### config.mk
export PLATFORM = sky130hd
export DESIGN_NAME = dram_refresh_sched
export DESIGN_NICKNAME = d
export VERILOG_FILES = /design/src/rtl/drs_pkg.sv /design/src/rtl/drs_tick_timer.sv /design/src/rtl/drs_pending_ctr.sv /design/src/rtl/drs_row_counter.sv /design/src/rtl/dram_refresh_sched.sv
export SDC_FILE = /design/constraint.sdc
export NUM_CORES = 1
export LEC_CHECK = 0
export BUFFER_PORTS_ARGS = -buffer_cell sky130_fd_sc_hd__buf_2
export CAP_MARGIN = 0
export CORE_MARGIN = 3
export CORE_UTILIZATION = 45
export DETAILED_ROUTE_END_ITERATION = 8
export PLACE_DENSITY = 0.72
export SLEW_MARGIN = 0
export SYNTH_ARGS = -nofsm -noshare
export SYNTH_HDL_FRONTEND = slang
export SYNTH_SLANG_ARGS = --single-unit
### constraint.sdc
create_clock -name clk -period 5.35 [get_ports clk]
set_input_delay 0.535 -clock clk [delete_from_list [all_inputs] [get_ports clk]]
set_output_delay 0.535 -clock clk [all_outputs]
set_load 0.05 [all_outputs]
### src/rtl/drs_pkg.sv
package drs_pkg;
  typedef enum logic [1:0] {
    PH_PAUSE = 2'd0,
    PH_INIT  = 2'd1,
    PH_RUN   = 2'd2
  } phase_t;
endpackage

### src/rtl/drs_tick_timer.sv
module drs_tick_timer #(
  parameter int LIMIT = 16
) (
  input  logic clk,
  input  logic rst_n,
  input  logic en,
  output logic tick
);
  localparam int W = (LIMIT > 1) ? $clog2(LIMIT) : 1;
  localparam logic [W-1:0] LAST = W'(LIMIT - 1);

  logic [W-1:0] cnt_q, cnt_d;

  assign tick = en && (cnt_q == LAST);

  always_comb begin
    cnt_d = cnt_q;
    if (en) cnt_d = tick ? '0 : cnt_q + W'(1);
  end

  always_ff @(posedge clk or negedge rst_n) begin
    if (!rst_n) cnt_q <= '0;
    else if (en) cnt_q <= cnt_d;
  end

  AST_CNT_IN_RANGE: assert property (@(posedge clk) disable iff (!rst_n)
    cnt_q <= LAST);
endmodule

### src/rtl/drs_pending_ctr.sv
module drs_pending_ctr #(
  parameter int MAX_PENDING = 8
) (
  input  logic clk,
  input  logic rst_n,
  input  logic inc,
  input  logic dec,
  output logic any
);
  localparam int PW = $clog2(MAX_PENDING + 1);
  localparam logic [PW-1:0] PMAX = PW'(MAX_PENDING);

  logic [PW-1:0] pend_q, pend_d;

  assign any = (pend_q != '0);

  always_comb begin
    pend_d = pend_q;
    if (inc && !dec && pend_q != PMAX) pend_d = pend_q + PW'(1);
    else if (dec && !inc)              pend_d = pend_q - PW'(1);
  end

  always_ff @(posedge clk or negedge rst_n) begin
    if (!rst_n) pend_q <= '0;
    else if (inc || dec) pend_q <= pend_d;
  end

  AST_NO_OVERFLOW: assert property (@(posedge clk) disable iff (!rst_n)
    pend_q <= PMAX);
  AST_NO_UNDERFLOW: assert property (@(posedge clk) disable iff (!rst_n)
    (pend_q == '0) |-> !dec);
endmodule

### src/rtl/drs_row_counter.sv
module drs_row_counter #(
  parameter int ROWS = 2048
) (
  input  logic                    clk,
  input  logic                    rst_n,
  input  logic                    adv,
  output logic [$clog2(ROWS)-1:0] row
);
  localparam int RW = $clog2(ROWS);
  localparam logic [RW-1:0] TOP = RW'(ROWS - 1);

  logic [RW-1:0] row_q, row_d;

  assign row = row_q;

  always_comb begin
    row_d = (row_q == TOP) ? '0 : row_q + RW'(1);
  end

  always_ff @(posedge clk or negedge rst_n) begin
    if (!rst_n) row_q <= '0;
    else if (adv) row_q <= row_d;
  end

  AST_ROW_STEP: assert property (@(posedge clk) disable iff (!rst_n)
    adv |=> (($past(row_q) == TOP) ? (row_q == '0) : (row_q == $past(row_q) + RW'(1))));
  AST_ROW_HOLD: assert property (@(posedge clk) disable iff (!rst_n)
    !adv |=> $stable(row_q));
endmodule

### src/rtl/dram_refresh_sched.sv
module dram_refresh_sched #(
  parameter int CLK_MHZ      = 200,
  parameter int PAUSE_NS     = 200000,
  parameter int INIT_CYCLES  = 8,
  parameter int ROWS         = 2048,
  parameter int RETENTION_US = 32000,
  parameter int MAX_PENDING  = 8
) (
  input  logic                    clk,
  input  logic                    rst_n,
  input  logic                    style_ras_only,
  input  logic                    ref_grant,
  output logic                    ref_req,
  output logic                    ref_cbr,
  output logic [$clog2(ROWS)-1:0] ref_row,
  output logic                    ready
);
  import drs_pkg::*;

  // Minimum wait rounds up; maximum spacing rounds down.
  localparam int PAUSE_CYC = (PAUSE_NS * CLK_MHZ + 999) / 1000;
  localparam int IVAL_CYC  = (RETENTION_US * CLK_MHZ) / ROWS;
  localparam int IW        = $clog2(INIT_CYCLES + 1);
  localparam logic [IW-1:0] INIT_LAST = IW'(INIT_CYCLES - 1);

  phase_t        ph_q, ph_d;
  logic [IW-1:0] init_q, init_d;
  logic          pause_done, ival_tick, owed, accept;

  drs_tick_timer #(.LIMIT(PAUSE_CYC)) u_pause (
    .clk(clk), .rst_n(rst_n), .en(ph_q == PH_PAUSE), .tick(pause_done));

  drs_tick_timer #(.LIMIT(IVAL_CYC)) u_ival (
    .clk(clk), .rst_n(rst_n), .en(ph_q == PH_RUN), .tick(ival_tick));

  drs_pending_ctr #(.MAX_PENDING(MAX_PENDING)) u_pend (
    .clk(clk), .rst_n(rst_n), .inc(ival_tick), .dec(accept && ph_q == PH_RUN),
    .any(owed));

  drs_row_counter #(.ROWS(ROWS)) u_row (
    .clk(clk), .rst_n(rst_n), .adv(accept && style_ras_only), .row(ref_row));

  assign ref_req = (ph_q == PH_INIT) || (ph_q == PH_RUN && owed);
  assign accept  = ref_req && ref_grant;
  assign ref_cbr = !style_ras_only;
  assign ready   = (ph_q == PH_RUN);

  always_comb begin
    ph_d   = ph_q;
    init_d = init_q;
    case (ph_q)
      PH_PAUSE: if (pause_done) ph_d = PH_INIT;
      PH_INIT: if (accept) begin
        if (init_q == INIT_LAST) ph_d = PH_RUN;
        else init_d = init_q + IW'(1);
      end
      default: ph_d = PH_RUN;
    endcase
  end

  always_ff @(posedge clk or negedge rst_n) begin
    if (!rst_n) begin
      ph_q   <= PH_PAUSE;
      init_q <= '0;
    end else begin
      ph_q   <= ph_d;
      init_q <= init_d;
    end
  end

  AST_READY_STICKY: assert property (@(posedge clk) disable iff (!rst_n)
    ready |=> ready);
  AST_READY_AFTER_GRANT: assert property (@(posedge clk) disable iff (!rst_n)
    $rose(ready) |-> $past(ref_req && ref_grant));
  AST_REQ_HELD: assert property (@(posedge clk) disable iff (!rst_n)
    (ref_req && !ref_grant) |=> ref_req);
  AST_STYLE_MAP: assert property (@(posedge clk) disable iff (!rst_n)
    ref_cbr != style_ras_only);
endmodule

==> summary.txt <==
Clocking
  • Clk sinks: between 40 and 50
  • # resized after CTS: 0
  • CTS Hold Bufs: 0
  • CTS tree: built
  • Setup bufs post-CTS: 0
  • CTS H-tree depth: 2
  • Clk_lat worst skew: about 300 ps
  • CTS buffer count: 5
  • Worst-path clk slew: 90 ps
  • Root buf cell: clkbuf_8
  • Clk buf depth: 2

Floorplan
  • Core Box Area: between 5000 and 6000 µm²
  • Starting Density: roughly 48%
  • Die X: between 80 and 90 µm
  • Row count: 26
  • Die H: 81.0 µm
  • Die ar.: 6570 µm²
  • I/O pins: 18

Setup path
  • WS Path Type: reg -> reg
  • Largest delay share family, worst path: simple AND/OR/NAND/NOR gates
  • Setup crit end kind: flop
  • Critical Path Fanout Max: 12
  • Crit path top cell by count: a21oi_1
  • CP Data Arrival Time: between 3000 and 4000 ps
  • Startpoint Class: flop
  • Critical-path cell list: or4_4 -> nor4_4 -> nand3_1 -> ha_1 -> a21o_1 -> a21oi_1 -> and2b_1 -> a221oi_1 -> a21oi_1
  • Max stage delay on crit path: 610 ps
  • CP max stage cell: nor4_4
  • Worst Path Buf+Inv: 0
  • Worst Path Required: 5540 ps

Timing
  • Worst Max-Slew Pin Slew: 1060 ps
  • Max Fclk: 0.307 GHz
  • Post-route minimum period: about 3300 ps
  • Hold Vio Cnt, Final: 0
  • Max-slew violations: 0
  • Worst hold margin: 429 ps
  • Rel. slew slack: between 20 and 30%
  • TNS Setup: 0 ps
  • RSZ-0062 raised after global routing: no
  • Fin crit share: 60.9%
  • Worst Skew: ~8.4 ps
  • Final setup viols: 0

Synthesis
  • Seq/Total Area, Yosys: 48.4%
  • Mapped Cells: 241
  • Prevailing post-synth register cell: dfrtp_1
  • Mapped Area: 2530 µm²
  • Post-synth cell types: between 40 and 50
  • Asr flop ratio synth: 100%
  • Synth Warn #: 0
  • Flops & latches, synth: 49
  • Syn Area/Cell: 10.5 µm²
  • Post-Syn Nets: 253
  • Number of synthesized flops with an enable pin: 0

Global routing
  • GRT overflow: 0
  • First-pass GRT wire length: 7.94 mm
  • Antenna violations before repair: 0
  • Vias in the first global route: 1732
  • Largest net degree at the start of global routing: 50
  • Gr usage total: 15.3%

Place
  • Post-DP HPWL: between 3 and 4 mm
  • Placer Congestion: 0.764
  • IO Port Bufs: 17

Routing
  • Avg Vias per Cell: 5.38
  • Drt total wl: roughly 4.4 mm
  • Drt pass-1 iters: 4
  • Routed Antenna Nets: 0
  • Wire per inst: 13.1 µm
  • DR iter-0 viols: 72
  • Vias: 1796
  • # DRC: 0

Final layout
  • Ant diodes: 0
  • Multi-input logic area: 1270 µm²
  • Register area: 1230 µm²
  • Fill count: 490
  • Share of cells above drive strength 1: 14.0%
  • Post-Route Utilization: 52.5%
  • Layout area overhead: 9.28%
  • Final nets: 275

Job
  • Max_cap viols: 0

Power and ir drop
  • Pleak: ~1.3 nW
  • Power Dens Cells: 213 nW/µm²
  • Total chip power: 0.000589 W
  • Max VDD drop: 0.146 mV

Run status
  • Status: complete, no violations

Min path
  • Hold Crit Class: in -> async
## per-stage QoR
step / worst slack, ps / instance area (µm²) / cells
6_report: 2090 / 2770 / 334
3_3_place_gp: 2200 / 2690 / 326
2_1_floorplan: 2510 / 2530 / 241
3_5_place_dp: 2070 / 2690 / 326
5_1_grt: 1810 / 2770 / 334
4_1_cts: 2070 / 2770 / 334
## kinds of logic (layout without fill, tap and decap cells)
family / count (synthesis) / after routing / synth area share [%]
xor gates and xnor gates: 29 / 29 / 10.0
DFF: 49 / 49 / 48.4
and+or+nand+nor: 109 / 109 / 24.4
buffers and inverters: 7 / 30 / 1.63
adders and majority gates: 8 / 8 / 4.25
muxes: 3 / 3 / 1.63
AOI/OAI and AO/OA: 36 / 36 / 9.63
## path summary, 6_finish.rpt
path                                   startpoint                 to  slack [ps]  cells after the start
worst max-delay path              u_ival.cnt_q[6]   u_pend.pend_q[3]        2090                      9
worst min-delay path                        rst_n   u_ival.cnt_q[10]         430                      1
worst max register to register    u_ival.cnt_q[6]   u_pend.pend_q[3]        2090                      9
worst min register to register  u_pause.cnt_q[13]  u_pause.cnt_q[13]         490                      1
max in group asynchronous                   rst_n   u_pause.cnt_q[5]        4270                      1
min in group clk                u_pause.cnt_q[13]  u_pause.cnt_q[13]         490                      1
## power breakdown
part	leakage, nW	total [W]	switching [W]	internal, W
sequential	0.670	0.000370	0	0.000370
combinational	0.612	0.0000109	0.00000971	0.00000120
clock	0.0385	0.000208	0.000115	0.0000926
total	1.32	0.000589	0.000125	0.000464
## per-layer routing
metal	vias up	part of all wire (%)	global-route usage, %
li1	909	-	-
met1	862	53	22.5
met2	21	43	22.3
met3	4	3.4	4.10
met4	0	0.94	4.05
met5	-	0	0
## Yosys cell counts, types with 2 or more instances
| cell | number | share of area [%] |
|---|---|---|
| o21ai_0 | 11 | 2.2 |
| nand2b_1 | 3 | 0.74 |
| nor2_2 | 2 | 0.49 |
| o21ai_1 | 2 | 0.40 |
| nor3_1 | 3 | 0.59 |
| a41o_1 | 2 | 0.79 |
| and3_1 | 8 | 2.0 |
| dfrtp_1 | 49 | 48 |
| and4_1 | 4 | 1.4 |
| o31ai_1 | 4 | 1.2 |
| nor2_1 | 19 | 2.8 |
| xor2_1 | 11 | 3.8 |
| nand2_1 | 24 | 3.6 |
| or3_1 | 4 | 0.99 |
| nand4_1 | 10 | 2.5 |
| ha_1 | 7 | 3.5 |
| xnor2_1 | 18 | 6.2 |
| a21oi_1 | 4 | 0.79 |
| inv_1 | 4 | 0.59 |
| mux2_4 | 2 | 1.2 |
| or4_4 | 2 | 0.89 |
| nor2b_1 | 3 | 0.74 |
| nand3_1 | 16 | 3.2 |
| a22o_1 | 2 | 0.69 |
| a21o_1 | 4 | 1.2 |
## cells in the final DEF, fill, tap and decap left out, types with 2 or more instances in the layout
master / count
a21o_1: 4
a21oi_1: 4
a22o_1: 2
a41o_1: 2
and3_1: 8
and4_1: 4
buf_2: 17
clkbuf_1: 2
clkbuf_8: 5
dfrtp_1: 49
ha_1: 7
inv_1: 4
mux2_4: 2
nand2_1: 24
nand2b_1: 3
nand3_1: 16
nand4_1: 10
nor2_1: 19
nor2_2: 2
nor2b_1: 3
nor3_1: 3
o21ai_0: 11
o21ai_1: 2
o31ai_1: 4
or3_1: 4
or4_4: 2
xnor2_1: 18
xor2_1: 11
## registers in the layout, summed over array words and instances (netlist names)
signal	count
u_row.row	11
u_pend.pend_q	4
ph_q	2
u_pause.cnt_q	16
u_ival.cnt_q	12
init_q	4
## cell type report
cell class                 instances  area share (%)
multi-input combinational        185            45.7
sequential                        49            44.3
tap                               70            3.16
timing repair buffer              17            3.07
clock buffer                       7            2.76
inverter                           5           0.723
clock inverter                     1           0.271
## worst register-to-register path: stages (launching register included)
cell,delay [ps]
dfrtp_1,420
or4_4,560
nor4_4,610
nand3_1,280
ha_1,340
a21o_1,170
a21oi_1,260
and2b_1,220
a221oi_1,230
a21oi_1,60
(Power assumes the default switching activity.)
